===== src/rtl/fdc_pkg.sv =====
package fdc_pkg;
  typedef enum logic [1:0] {PH_CMD, PH_SEEK, PH_EXEC, PH_RES} phase_e;

  localparam logic [4:0] OP_SPECIFY = 5'h03;
  localparam logic [4:0] OP_SEEK    = 5'h0F;
  localparam logic [4:0] OP_RECAL   = 5'h07;
  localparam logic [4:0] OP_SENSE   = 5'h08;
  localparam logic [4:0] OP_READ    = 5'h06;

  localparam logic [7:0] ST0_INVALID  = 8'h80;
  localparam logic [7:0] ST0_SEEK_END = 8'h20;

  localparam int CMD_MAX = 9;
  localparam int RES_MAX = 7;

  // Number of command bytes for an opcode
  function automatic logic [3:0] cmd_len(input logic [4:0] op);
    case (op)
      OP_SPECIFY, OP_SEEK: return 4'd3;
      OP_RECAL:            return 4'd2;
      OP_READ:             return 4'd9;
      default:             return 4'd1;
    endcase
  endfunction

  function automatic logic [7:0] pack_status(input logic rqm, input logic dio,
                                             input logic ndma, input logic cb,
                                             input logic [1:0] drv_busy);
    return {rqm, dio, ndma, cb, 2'b00, drv_busy};
  endfunction
endpackage


===== src/rtl/fdc_drive_track.sv =====
module fdc_drive_track #(
  parameter int CW = 8
) (
  input  logic          clk,
  input  logic          rst,
  input  logic          start,
  input  logic          explicit_seek,
  input  logic [CW-1:0] target,
  input  logic          step_done,
  input  logic          clr_pend,
  output logic          busy,
  output logic [CW-1:0] pcn,
  output logic          pending
);
  logic [CW-1:0] tgt_q;
  logic          expl_q;

  always_ff @(posedge clk) begin
    if (rst) begin
      busy    <= 1'b0;
      pcn     <= '0;
      pending <= 1'b0;
      tgt_q   <= '0;
      expl_q  <= 1'b0;
    end else begin
      if (clr_pend) pending <= 1'b0;
      if (start) begin
        busy   <= 1'b1;
        tgt_q  <= target;
        expl_q <= explicit_seek;
      end else if (busy && step_done) begin
        busy <= 1'b0;
        pcn  <= tgt_q;
        if (expl_q) pending <= 1'b1;
      end
    end
  end
endmodule


===== src/rtl/fdc_status_gen.sv =====
module fdc_status_gen
  import fdc_pkg::*;
(
  input  phase_e     phase,
  input  logic       mid_cmd,
  input  logic       gap,
  input  logic       nd_mode,
  input  logic [1:0] drv_busy,
  output logic       rqm,
  output logic       dio,
  output logic       dma_req,
  output logic [7:0] status
);
  logic ndma, cb;

  always_comb begin
    rqm     = 1'b0;
    dio     = 1'b0;
    ndma    = 1'b0;
    dma_req = 1'b0;
    case (phase)
      PH_CMD:  rqm = 1'b1;
      PH_SEEK: rqm = 1'b0;
      PH_EXEC: begin
        rqm     = nd_mode && !gap;
        dio     = nd_mode;
        ndma    = nd_mode;
        dma_req = !nd_mode;
      end
      default: begin
        rqm = 1'b1;
        dio = 1'b1;
      end
    endcase
    cb     = (phase != PH_CMD) || mid_cmd;
    status = pack_status(rqm, dio, ndma, cb, drv_busy);
  end
endmodule


===== src/rtl/fdc_phase_seq.sv =====
module fdc_phase_seq
  import fdc_pkg::*;
#(
  parameter int EXEC_BYTES = 4
) (
  input  logic       clk,
  input  logic       rst,
  input  logic       wr_en,
  input  logic [7:0] wr_data,
  input  logic       rd_en,
  output logic [7:0] rd_data,
  output logic [7:0] status,
  input  logic [1:0] step_done,
  output logic       dma_req,
  input  logic       dma_ack,
  output logic       proto_err
);
  localparam int ECW = $clog2(EXEC_BYTES + 1);
  localparam int NDRV = 2;

  phase_e         phase;
  logic [3:0]     byte_idx;
  logic [4:0]     op_q;
  logic [7:0]     cmd_buf [CMD_MAX];
  logic [7:0]     res_buf [RES_MAX];
  logic [2:0]     res_idx, res_last;
  logic [ECW-1:0] exec_cnt;
  logic           gap, nd_mode, drv_q;

  logic           rqm, dio;
  logic [1:0]     drv_busy, drv_pend, trk_start, trk_clr;
  logic [7:0]     pcn [NDRV];

  // Named internal events
  logic       wr_ok, rd_ok, bad_access;
  logic [4:0] op_now;
  logic       cmd_last, seek_cmd, read_cmd, sense_cmd, implied;
  logic       byte_take, exec_done, res_done;
  logic [7:0] v1, v2, seek_tgt;
  logic       seek_drv, sense_any, sense_drv, read_drv;

  fdc_status_gen u_stat (
    .phase(phase), .mid_cmd(byte_idx != 4'd0), .gap(gap), .nd_mode(nd_mode),
    .drv_busy(drv_busy), .rqm(rqm), .dio(dio), .dma_req(dma_req), .status(status)
  );

  assign wr_ok      = wr_en && rqm && !dio;
  assign rd_ok      = rd_en && rqm && dio;
  assign bad_access = (wr_en && !wr_ok) || (rd_en && !rd_ok);

  assign op_now    = (byte_idx == 4'd0) ? wr_data[4:0] : op_q;
  assign cmd_last  = wr_ok && (byte_idx == cmd_len(op_now) - 4'd1);
  assign v1        = (byte_idx == 4'd1) ? wr_data : cmd_buf[1];
  assign v2        = (byte_idx == 4'd2) ? wr_data : cmd_buf[2];
  assign seek_cmd  = cmd_last && ((op_now == OP_SEEK) || (op_now == OP_RECAL));
  assign seek_drv  = v1[0];
  assign seek_tgt  = (op_now == OP_SEEK) ? v2 : 8'd0;
  assign read_cmd  = cmd_last && (op_now == OP_READ);
  assign read_drv  = cmd_buf[1][0];
  assign implied   = cmd_buf[2] != pcn[read_drv];
  assign sense_cmd = cmd_last && (op_now == OP_SENSE);
  assign sense_any = |drv_pend;
  assign sense_drv = !drv_pend[0];

  assign byte_take = (phase == PH_EXEC) && (nd_mode ? rd_ok : dma_ack);
  assign exec_done = byte_take && (exec_cnt == ECW'(EXEC_BYTES - 1));
  assign res_done  = (phase == PH_RES) && rd_ok && (res_idx == res_last);

  for (genvar g = 0; g < NDRV; g++) begin : g_drv
    assign trk_start[g] = (seek_cmd && (seek_drv == 1'(g))) ||
                          (read_cmd && implied && (read_drv == 1'(g)));
    assign trk_clr[g]   = sense_cmd && sense_any && (sense_drv == 1'(g));
    fdc_drive_track #(.CW(8)) u_trk (
      .clk(clk), .rst(rst), .start(trk_start[g]), .explicit_seek(seek_cmd),
      .target(seek_cmd ? seek_tgt : cmd_buf[2]), .step_done(step_done[g]),
      .clr_pend(trk_clr[g]), .busy(drv_busy[g]), .pcn(pcn[g]),
      .pending(drv_pend[g])
    );
  end

  always_comb begin
    case (phase)
      PH_EXEC: rd_data = nd_mode ? 8'(exec_cnt) : 8'd0;
      PH_RES:  rd_data = res_buf[res_idx];
      default: rd_data = 8'd0;
    endcase
  end

  always_ff @(posedge clk) begin
    if (rst) begin
      for (int i = 0; i < CMD_MAX; i++) cmd_buf[i] <= 8'd0;
      for (int i = 0; i < RES_MAX; i++) res_buf[i] <= 8'd0;
    end else begin
      if (wr_ok) cmd_buf[byte_idx] <= wr_data;
      if (sense_cmd) begin
        res_buf[0] <= sense_any ? (ST0_SEEK_END | {7'd0, sense_drv}) : ST0_INVALID;
        res_buf[1] <= pcn[sense_drv];
      end else if (cmd_last && (cmd_len(op_now) == 4'd1)) begin
        res_buf[0] <= ST0_INVALID;
      end
      if (exec_done) begin
        res_buf[0] <= {7'd0, drv_q};
        res_buf[1] <= 8'd0;
        res_buf[2] <= 8'd0;
        for (int i = 3; i < RES_MAX; i++) res_buf[i] <= cmd_buf[i - 1];
      end
    end
  end

  always_ff @(posedge clk) begin
    if (rst) begin
      phase     <= PH_CMD;
      byte_idx  <= 4'd0;
      op_q      <= 5'd0;
      res_idx   <= 3'd0;
      res_last  <= 3'd0;
      exec_cnt  <= '0;
      gap       <= 1'b0;
      nd_mode   <= 1'b0;
      drv_q     <= 1'b0;
      proto_err <= 1'b0;
    end else begin
      gap <= (phase == PH_EXEC) && nd_mode && rd_ok;
      if (bad_access) proto_err <= 1'b1;
      case (phase)
        PH_CMD: if (wr_ok) begin
          if (byte_idx == 4'd0) op_q <= wr_data[4:0];
          if (!cmd_last) begin
            byte_idx <= byte_idx + 4'd1;
          end else begin
            byte_idx <= 4'd0;
            case (op_now)
              OP_SPECIFY: nd_mode <= wr_data[0];
              OP_SEEK, OP_RECAL: ;
              OP_READ: begin
                drv_q    <= read_drv;
                exec_cnt <= '0;
                phase    <= implied ? PH_SEEK : PH_EXEC;
              end
              OP_SENSE: begin
                phase    <= PH_RES;
                res_idx  <= 3'd0;
                res_last <= sense_any ? 3'd1 : 3'd0;
              end
              default: begin
                phase    <= PH_RES;
                res_idx  <= 3'd0;
                res_last <= 3'd0;
              end
            endcase
          end
        end
        PH_SEEK: if (!drv_busy[drv_q]) phase <= PH_EXEC;
        PH_EXEC: if (byte_take) begin
          exec_cnt <= exec_cnt + 1'b1;
          if (exec_done) begin
            phase    <= PH_RES;
            res_idx  <= 3'd0;
            res_last <= 3'(RES_MAX - 1);
          end
        end
        default: if (rd_ok) begin
          if (res_done) phase <= PH_CMD;
          else          res_idx <= res_idx + 3'd1;
        end
      endcase
    end
  end
endmodule


===== config.mk =====
export PLATFORM = sky130hd
export DESIGN_NAME = fdc_phase_seq
export DESIGN_NICKNAME = d
export VERILOG_FILES = /design/src/rtl/fdc_pkg.sv /design/src/rtl/fdc_drive_track.sv /design/src/rtl/fdc_status_gen.sv /design/src/rtl/fdc_phase_seq.sv
export SDC_FILE = /design/constraint.sdc
export NUM_CORES = 1
export LEC_CHECK = 0
export ABC_AREA = 0
export BUFFER_PORTS_ARGS = -buffer_cell sky130_fd_sc_hd__clkbuf_2
export CORE_MARGIN = 2
export CORE_UTILIZATION = 50
export DETAILED_ROUTE_END_ITERATION = 10
export PLACE_DENSITY = 0.66
export SYNTH_ARGS = -nofsm -noshare
export SYNTH_HDL_FRONTEND = slang
export SYNTH_HIERARCHICAL = 1
export SYNTH_SLANG_ARGS = --single-unit

===== constraint.sdc =====
create_clock -name clk -period 4.3 [get_ports clk]
set_clock_uncertainty 0.2 [all_clocks]
set_input_delay 0 -clock clk [delete_from_list [all_inputs] [get_ports clk]]
set_output_delay 0 -clock clk [all_outputs]
set_load 0.01 [all_outputs]

==> report_table.html, run 1 <==
<table>
<tr><th>Metric</th><th>Value</th></tr>
<tr><th colspan="2">Status</th></tr>
<tr><td>Run status</td><td>complete, no violations</td></tr>
<tr><th colspan="2">Clock tree</th></tr>
<tr><td>Number of H-tree branching levels</td><td>4</td></tr>
<tr><td>Clock tree root buffer cell</td><td>clkbuf_16</td></tr>
<tr><td>Max Buffers Root-to-Sink</td><td>2</td></tr>
<tr><td>CTS tree</td><td>done</td></tr>
<tr><td>Post_cts resized</td><td>0</td></tr>
<tr><td>Clock slew at the register clock pins of the worst setup and hold paths</td><td>0.06 ns</td></tr>
<tr><td>Number of buffers inserted during clock tree synthesis</td><td>17</td></tr>
<tr><td>Clock latency reported for the late side of the worst-skew pair</td><td>0.42 ns</td></tr>
<tr><td>Num Clock Sinks</td><td>140</td></tr>
<tr><th colspan="2">Hold path</th></tr>
<tr><td>Class of the worst hold path</td><td>input port to flip-flop</td></tr>
<tr><th colspan="2">Drt</th></tr>
<tr><td>Wire length per cell</td><td>18.8 um</td></tr>
<tr><td>Average vias per placed instance</td><td>5.67</td></tr>
<tr><td>Detailed router's first-iteration violation count</td><td>477</td></tr>
<tr><td>1st-pass router iterations</td><td>5</td></tr>
<tr><td>DRC</td><td>0</td></tr>
<tr><td>Total vias in the final route</td><td>5124</td></tr>
<tr><td>Post-route ant nets</td><td>0</td></tr>
<tr><td>Post-Route WL</td><td>17000 um</td></tr>
<tr><th colspan="2">STA</th></tr>
<tr><td>Final Hold Slack</td><td>0.0926 ns</td></tr>
<tr><td>Total Neg Setup Slack</td><td>0 ns</td></tr>
<tr><td>Transition time at the pin with the least slew margin</td><td>0.839 ns</td></tr>
<tr><td>Max Freq</td><td>251 MHz</td></tr>
<tr><td>Final number of hold-violating endpoints</td><td>0</td></tr>
<tr><td>Worst slew margin</td><td>0.436</td></tr>
<tr><td>Portion of the clock cycle consumed by the worst path in the final layout</td><td>0.928</td></tr>
<tr><td>Final setup violation count</td><td>0</td></tr>
<tr><td>Pins Over Slew Limit</td><td>0</td></tr>
<tr><td>Post-layout minimum cycle time</td><td>3.99 ns</td></tr>
<tr><th colspan="2">Finish</th></tr>
<tr><td>ANT cells</td><td>0</td></tr>
<tr><td>Fraction of final layout cells with drive strength greater than 1</td><td>0.165</td></tr>
<tr><td>Final Cell Area</td><td>8160 sq um</td></tr>
<tr><td>Net count of the finished layout</td><td>738</td></tr>
<tr><td>Layout-stage area growth over the synthesis result</td><td>14.0%</td></tr>
<tr><td>Most frequent cells in the layout</td><td>dfxtp_1, edfxtp_1, mux2i_1</td></tr>
<tr><td>Most common cell after layout, fill and taps aside</td><td>dfxtp_1</td></tr>
<tr><th colspan="2">Critical path</th></tr>
<tr><td>Worst path slowest cell</td><td>or4_1</td></tr>
<tr><td>Highest fanout seen on the critical path</td><td>13</td></tr>
<tr><td>Critical path buffer and inverter count</td><td>3</td></tr>
<tr><td>Arrival time of the worst setup path</td><td>4.08 ns</td></tr>
<tr><td>Data required time of the critical path</td><td>4.39 ns</td></tr>
<tr><td>Kind of launch point of the worst setup path</td><td>flip-flop</td></tr>
<tr><td>Cell-by-cell listing of the critical path</td><td>inv_1 &gt; ha_1 &gt; nor3b_4 &gt; inv_2 &gt; and3_1 &gt; a21oi_1 &gt; ha_1 &gt; xnor2_1 &gt; nand3_1 &gt; or4_1 &gt; nor2_4 &gt; a22oi_1 &gt; o22ai_1 &gt; buf_4 &gt; mux2i_1 &gt; nor2_1</td></tr>
<tr><td>Most repeated library cell on the critical path</td><td>ha_1</td></tr>
<tr><td>Category of the most critical setup path</td><td>flip-flop to flip-flop</td></tr>
<tr><td>Delay of the slowest cell on the worst path</td><td>0.52 ns</td></tr>
<tr><td>Worst setup EP type</td><td>flip-flop</td></tr>
<tr><td>Setup slack of the worst register-to-register path</td><td>0.31 ns</td></tr>
<tr><td>Cell family with most CP delay</td><td>simple AND/OR/NAND/NOR gates</td></tr>
<tr><th colspan="2">Synthesis</th></tr>
<tr><td>Number of enable-type register cells in the synthesized netlist</td><td>68</td></tr>
<tr><td>Dominant synthesized flop cell</td><td>dfxtp_1</td></tr>
<tr><td>Register area share after synthesis</td><td>0.487</td></tr>
<tr><td>Mapped Avg Cell Area</td><td>10.6 sq um</td></tr>
<tr><td>Synth top area cells</td><td>edfxtp_1, dfxtp_1, mux2i_1</td></tr>
<tr><td>Area share of the largest cell type after synthesis</td><td>0.285</td></tr>
<tr><td>Count of warnings emitted by yosys</td><td>6</td></tr>
<tr><td>Synth Cell Area</td><td>7160 sq um</td></tr>
<tr><td>Cell count after synthesis</td><td>673</td></tr>
<tr><td>Library cell occupying the most area in the post-synthesis netlist</td><td>edfxtp_1</td></tr>
<tr><td>Distinct cell type count of the synthesized netlist</td><td>72</td></tr>
<tr><td>Number of register bits inferred by synthesis</td><td>140</td></tr>
<tr><td>Post-synth ARST share</td><td>0</td></tr>
<tr><th colspan="2">GRT</th></tr>
<tr><td>Overall Global Routing Usage</td><td>0.236</td></tr>
<tr><td>Total congestion overflow</td><td>0</td></tr>
<tr><td>Pin count of the biggest net entering global routing</td><td>68</td></tr>
<tr><td>First-pass GRT wire length</td><td>26900 um</td></tr>
<tr><td>Antenna violations before repair</td><td>0</td></tr>
<tr><td>Number of global-route vias before repair</td><td>4997</td></tr>
<tr><th colspan="2">Die</th></tr>
<tr><td>Initial Utilization</td><td>0.514</td></tr>
<tr><td>Core area</td><td>13900 sq um</td></tr>
<tr><td>Ports</td><td>33</td></tr>
<tr><td>Die area</td><td>15300 sq um</td></tr>
<tr><td>Chip height</td><td>124 um</td></tr>
<tr><td>Placement row count</td><td>43</td></tr>
<tr><td>Die width</td><td>124 um</td></tr>
<tr><th colspan="2">Placed design</th></tr>
<tr><td>Number of port buffers</td><td>30</td></tr>
<tr><td>Routability congestion estimate from global placement</td><td>0.920</td></tr>
<tr><td>Dpl cell area</td><td>7410 sq um</td></tr>
<tr><td>Placed wire-length estimate after detailed placement</td><td>11800 um</td></tr>
<tr><th colspan="2">Power and ir drop</th></tr>
<tr><td>P_leak</td><td>3.00 nW</td></tr>
<tr><td>IR drop worst, VDD</td><td>392 uV</td></tr>
<tr><td>Ratio of total power to cell area</td><td>458 nW/um^2</td></tr>
<tr><th colspan="2">Flow run</th></tr>
<tr><td>Number of maximum-capacitance constraint violations</td><td>0</td></tr>
</table>
## layout make-up
cell class,count,area [sq um]
fillers,1177,5780
flip-flops and latches,140,3480
multi-input cells,471,3370
clock buffers,18,439
repair buffers,61,413
well taps,180,225
clock inverters,14,159
inverters,19,71.3
## metal layers
| layer | GRT usage | vias up | wire length (um) |
|---|---|---|---|
| met5 | 0 | - | 0 |
| met4 | 0.0824 | 0 | 256 |
| met3 | 0.0627 | 21 | 937 |
| met1 | 0.332 | 2462 | 8110 |
| met2 | 0.352 | 143 | 7650 |
| li1 | - | 2498 | - |
## synth_stat cells, types with 13 or more instances
| cell type | number |
|---|---|
| dfxtp_1 | 72 |
| edfxtp_1 | 68 |
| mux2i_1 | 60 |
| nor2_1 | 52 |
| and2_1 | 50 |
| nand2b_1 | 46 |
| a21oi_1 | 35 |
| clkbuf_1 | 22 |
| nand2_1 | 22 |
| inv_1 | 18 |
| mux2_2 | 17 |
| nor2b_1 | 16 |
| o21ai_0 | 14 |
| ha_1 | 13 |
## stage by stage
| step | worst slack (ns) | cells | util | total power [mW] |
|---|---|---|---|---|
| after CTS | 0.200 | 899 | 0.583 | 3.73 |
| after floorplan | 0.395 | 674 | - | 2.05 |
| final | 0.308 | 903 | 0.586 | 3.74 |
| after global routing | -0.00874 | 903 | 0.586 | 3.91 |
| after detailed placement | 0.229 | 855 | 0.532 | 2.25 |
| after global placement | 0.336 | 855 | 0.532 | 2.24 |
## cells by family after synthesis
group / count (synthesis) / share of synthesized area
AOI/OAI and AO/OA: 108 / 0.104
muxes: 77 / 0.111
DFF: 140 / 0.487
other: 1 / 0.000524
adders and majority gates: 13 / 0.0227
buffers and inverters: 63 / 0.0441
and+or+nand+nor: 260 / 0.217
xor gates and xnor gates: 11 / 0.0135
## report_power, final
part	switching [mW]	total, mW	leakage [nW]	internal (mW)
registers	0.0749	1.54	1.28	1.46
logic	0.453	0.733	1.43	0.280
clock network	0.590	1.47	0.289	0.881
total	1.12	3.74	3.00	2.62
## worst register-to-register path, stage by stage (launching register included)
cell	delay, ns
dfxtp_1	0.37
inv_1	0.10
ha_1	0.16
nor3b_4	0.34
inv_2	0.18
and3_1	0.23
a21oi_1	0.19
ha_1	0.27
xnor2_1	0.14
nand3_1	0.17
or4_1	0.52
nor2_4	0.12
a22oi_1	0.10
o22ai_1	0.23
buf_4	0.25
mux2i_1	0.22
nor2_1	0.06
## state kept, by name, summed over array words and instances (netlist names), named ones only
register	flops
g_drv.u_trk/pending	2
phase	2
g_drv.u_trk/expl_q	2
res_buf	43
proto_err	1
drv_q	1
g_drv.u_trk/pcn	16
res_last	2
gap	1
g_drv.u_trk/tgt_q	16
res_idx	3
op_q	5
byte_idx	4
cmd_buf	33
g_drv.u_trk/busy	2
exec_cnt	3
nd_mode	1
## repair_timing
| item | CTS | global route |
|---|---|---|
| buffers inserted | 0 | 4 |
| hold buffers | 12 | 0 |
| hold endpoints to repair | 51 | 0 |
| setup endpoints to repair | 0 | 37 |
## path summary, 6_finish.rpt
path,startpoint,endpoint,cells after the start
worst max-delay path,byte_idx[1],g_drv[1].u_trk/tgt_q[6],16
worst min-delay path,dma_ack,exec_cnt[2],6
worst max register to register,byte_idx[1],g_drv[1].u_trk/tgt_q[6],16
worst min register to register,g_drv[1].u_trk/tgt_q[4],g_drv[1].u_trk/pcn[4],2
Power figures use the tool's default switching activity.
==> run 2: changes to the inputs <==
==> constraint.sdc (replaced) <==
create_clock -name clk -period 4.3 [get_ports clk]
set_clock_uncertainty 0.2 [all_clocks]
set_input_delay 0.215 -clock clk [delete_from_list [all_inputs] [get_ports clk]]
set_output_delay 0.215 -clock clk [all_outputs]
set_load 0.01 [all_outputs]
==> report_table.html, run 2 (synthesis gave the netlist of run 1 again) <==
<table>
<tr><th>Metric</th><th>Value</th></tr>
<tr><th colspan="2">Finish</th></tr>
<tr><td>Register area</td><td>3480 sq um (unchanged)</td></tr>
<tr><td>Fraction of final layout cells with drive strength greater than 1</td><td>0.164 (-0.000247)</td></tr>
<tr><td>Final Cell Area</td><td>8110 sq um (-0.61%)</td></tr>
<tr><td>ANT cells</td><td>0 (unchanged)</td></tr>
<tr><td>Most common cell after layout, fill and taps aside</td><td>dfxtp_1</td></tr>
<tr><td>Fill cell count</td><td>1218 (+3.5%)</td></tr>
<tr><td>Area of combinational cells with multiple inputs</td><td>3370 sq um (unchanged)</td></tr>
<tr><td>Max FFs per register</td><td>43 (unchanged)</td></tr>
<tr><td>Final standard cell count with taps included and fillers excluded</td><td>898 (-0.55%)</td></tr>
<tr><td>Most frequent cells in the layout</td><td>dfxtp_1, edfxtp_1, mux2i_1</td></tr>
<tr><td>Biggest register</td><td>res_buf</td></tr>
<tr><td>Net count of the finished layout</td><td>733 (-0.68%)</td></tr>
<tr><td>Registers with the most flip-flops</td><td>res_buf (43), cmd_buf (33)</td></tr>
<tr><td>Layout-stage area growth over the synthesis result</td><td>13.3%</td></tr>
<tr><td>Final core utilization</td><td>0.582 (-0.00359)</td></tr>
<tr><th colspan="2">Placed design</th></tr>
<tr><td>Number of port buffers</td><td>30 (unchanged)</td></tr>
<tr><td>Routability congestion estimate from global placement</td><td>0.914 (-0.65%)</td></tr>
<tr><td>DP Cell Count</td><td>856 (+0.12%)</td></tr>
<tr><td>Placed wire-length estimate after detailed placement</td><td>11700 um (-0.88%)</td></tr>
<tr><td>Worst slack at placement</td><td>0.229 ns (+0.000744 ns)</td></tr>
<tr><td>Dpl cell area</td><td>7420 sq um (+0.10%)</td></tr>
<tr><th colspan="2">GRT</th></tr>
<tr><td>Number of global-route vias before repair</td><td>4927 (-1.4%)</td></tr>
<tr><td>First-pass GRT wire length</td><td>26300 um (-2.1%)</td></tr>
<tr><td>Total congestion overflow</td><td>0 (unchanged)</td></tr>
<tr><td>Antenna violations before repair</td><td>0 (unchanged)</td></tr>
<tr><td>Overall Global Routing Usage</td><td>0.232 (-0.00409)</td></tr>
<tr><td>Pin count of the biggest net entering global routing</td><td>68 (unchanged)</td></tr>
<tr><th colspan="2">STA</th></tr>
<tr><td>Setup repair after global routing missed its margin</td><td>false</td></tr>
<tr><td>Final Hold Slack</td><td>0.0176 ns (-0.0750 ns)</td></tr>
<tr><td>Max Freq</td><td>256 MHz (+2.0%)</td></tr>
<tr><td>Total Neg Setup Slack</td><td>0 ns (unchanged)</td></tr>
<tr><td>Pins Over Slew Limit</td><td>0 (unchanged)</td></tr>
<tr><td>Post-layout minimum cycle time</td><td>3.91 ns (-0.0797 ns)</td></tr>
<tr><td>Portion of the clock cycle consumed by the worst path in the final layout</td><td>0.910 (-0.0185)</td></tr>
<tr><td>Final number of hold-violating endpoints</td><td>0 (unchanged)</td></tr>
<tr><td>Final setup slack of the worst path</td><td>0.388 ns (+0.0797 ns)</td></tr>
<tr><td>Final setup violation count</td><td>0 (unchanged)</td></tr>
<tr><td>Transition time at the pin with the least slew margin</td><td>0.867 ns (+0.0281 ns)</td></tr>
<tr><td>Worst slew margin</td><td>0.407 (-0.0285)</td></tr>
<tr><th colspan="2">Flow run</th></tr>
<tr><td>Number of maximum-capacitance constraint violations</td><td>0 (unchanged)</td></tr>
<tr><th colspan="2">Clock tree</th></tr>
<tr><td>Number of buffers inserted during clock tree synthesis</td><td>17 (unchanged)</td></tr>
<tr><td>Max Buffers Root-to-Sink</td><td>2 (unchanged)</td></tr>
<tr><td>Clock latency reported for the late side of the worst-skew pair</td><td>0.42 ns (about the same)</td></tr>
<tr><td>CTS tree</td><td>done</td></tr>
<tr><td>Number of H-tree branching levels</td><td>4 (unchanged)</td></tr>
<tr><td>Post_cts resized</td><td>0 (unchanged)</td></tr>
<tr><td>Num Clock Sinks</td><td>140 (unchanged)</td></tr>
<tr><td>Clock tree root buffer cell</td><td>clkbuf_16</td></tr>
<tr><td>Clock slew at the register clock pins of the worst setup and hold paths</td><td>0.06 ns (about the same)</td></tr>
<tr><th colspan="2">Drt</th></tr>
<tr><td>Wire length per cell</td><td>18.6 um (-0.80%)</td></tr>
<tr><td>DRC</td><td>0 (unchanged)</td></tr>
<tr><td>Post-Route WL</td><td>16700 um (-1.3%)</td></tr>
<tr><td>Detailed router's first-iteration violation count</td><td>517 (+8.4%)</td></tr>
<tr><td>1st-pass router iterations</td><td>5 (unchanged)</td></tr>
<tr><td>Average vias per placed instance</td><td>5.75 (+1.3%)</td></tr>
<tr><td>Post-route ant nets</td><td>0 (unchanged)</td></tr>
<tr><td>Total vias in the final route</td><td>5162 (+0.74%)</td></tr>
<tr><th colspan="2">Power and ir drop</th></tr>
<tr><td>PnR Total Power</td><td>3.73 mW (-0.22%)</td></tr>
<tr><td>P_leak</td><td>2.99 nW (-0.55%)</td></tr>
<tr><td>IR drop worst, VDD</td><td>289 uV (-26%)</td></tr>
<tr><td>Ratio of total power to cell area</td><td>460 nW/um^2 (+0.40%)</td></tr>
<tr><th colspan="2">Die</th></tr>
<tr><td>Ports</td><td>33 (unchanged)</td></tr>
<tr><td>Initial Utilization</td><td>0.514 (unchanged)</td></tr>
<tr><td>Chip height</td><td>124 um (unchanged)</td></tr>
<tr><td>Die width</td><td>124 um (unchanged)</td></tr>
<tr><td>Placement row count</td><td>43 (unchanged)</td></tr>
<tr><td>Core area</td><td>13900 sq um (unchanged)</td></tr>
<tr><td>Die area</td><td>15300 sq um (unchanged)</td></tr>
<tr><th colspan="2">Critical path</th></tr>
<tr><td>Worst setup EP type</td><td>flip-flop</td></tr>
<tr><td>Arrival time of the worst setup path</td><td>4.00 ns (-0.08 ns)</td></tr>
<tr><td>Category of the most critical setup path</td><td>flip-flop to flip-flop</td></tr>
<tr><td>Kind of launch point of the worst setup path</td><td>flip-flop</td></tr>
<tr><td>Highest fanout seen on the critical path</td><td>13 (unchanged)</td></tr>
<tr><td>Data required time of the critical path</td><td>4.39 ns (about the same)</td></tr>
<tr><th colspan="2">Hold path</th></tr>
<tr><td>Class of the worst hold path</td><td>input port to flip-flop</td></tr>
<tr><th colspan="2">Status</th></tr>
<tr><td>Run status</td><td>complete, no violations</td></tr>
</table>
-- run 2: cell count changes in the layout (fill, tap and decap cells not counted) --
cell           previous run  this run
clkinv_2                  1         2
clkinvlp_4                2         1
dlygate4sd3_1            12         8
clkinv_4                  3         2
buf_4                    19        18
inv_6                     3         4
-- run 2: timing repair --
item,in CTS,in global routing
hold buffers,8,0
endpoints found under the hold margin,19,0
buffers inserted,0,2
endpoints found under the setup margin,0,29
-- run 2: final cells by class --
| cell class | count | share of cell area |
|---|---|---|
| Inverter | 19 | 0.00879 |
| Clock buffer | 18 | 0.0542 |
| Sequential cell | 140 | 0.430 |
| Multi-Input combinational cell | 471 | 0.415 |
| Clock inverter | 14 | 0.0193 |
| Tap cell | 180 | 0.0278 |
| Timing Repair Buffer | 56 | 0.0451 |
-- run 2: path summary, 6_finish.rpt --
| check | start | endpoint | slack (ns) | depth (start not counted) |
|---|---|---|---|---|
| hold / removal | wr_data[2] | op_q[2] | 0.02 | 3 |
| setup / recovery | byte_idx[1] | g_drv[1].u_trk/pcn[3] | 0.39 | 16 |
| hold reg to reg | g_drv[1].u_trk/tgt_q[7] | g_drv[1].u_trk/pcn[7] | 0.28 | 2 |
| setup reg to reg | byte_idx[1] | g_drv[1].u_trk/pcn[3] | 0.39 | 16 |
-- run 2: worst max-delay path, cell delays in order (launching register included) --
cell	delay, ns
dfxtp_1	0.36
inv_1	0.10
ha_1	0.17
nor3b_4	0.29
inv_2	0.17
and3_1	0.22
a21oi_1	0.19
inv_1	0.07
ha_1	0.21
xnor2_1	0.14
nand3_1	0.17
or4_1	0.51
nor2_4	0.12
a22oi_1	0.10
o22ai_1	0.22
and3b_1	0.35
mux2i_1	0.19
-- run 2: layer usage --
layer | share of wire | global-route usage | wire, um
met5 | 0 | 0 | 0
met1 | 0.48 | 0.326 | 8030
met4 | 0.012 | 0.0717 | 204
met2 | 0.47 | 0.362 | 7790
met3 | 0.042 | 0.0467 | 705
-- run 2: report_power, final --
part | switching (mW) | internal (mW)
sequential | 0.0761 | 1.46
combinational | 0.450 | 0.268
clock | 0.595 | 0.881
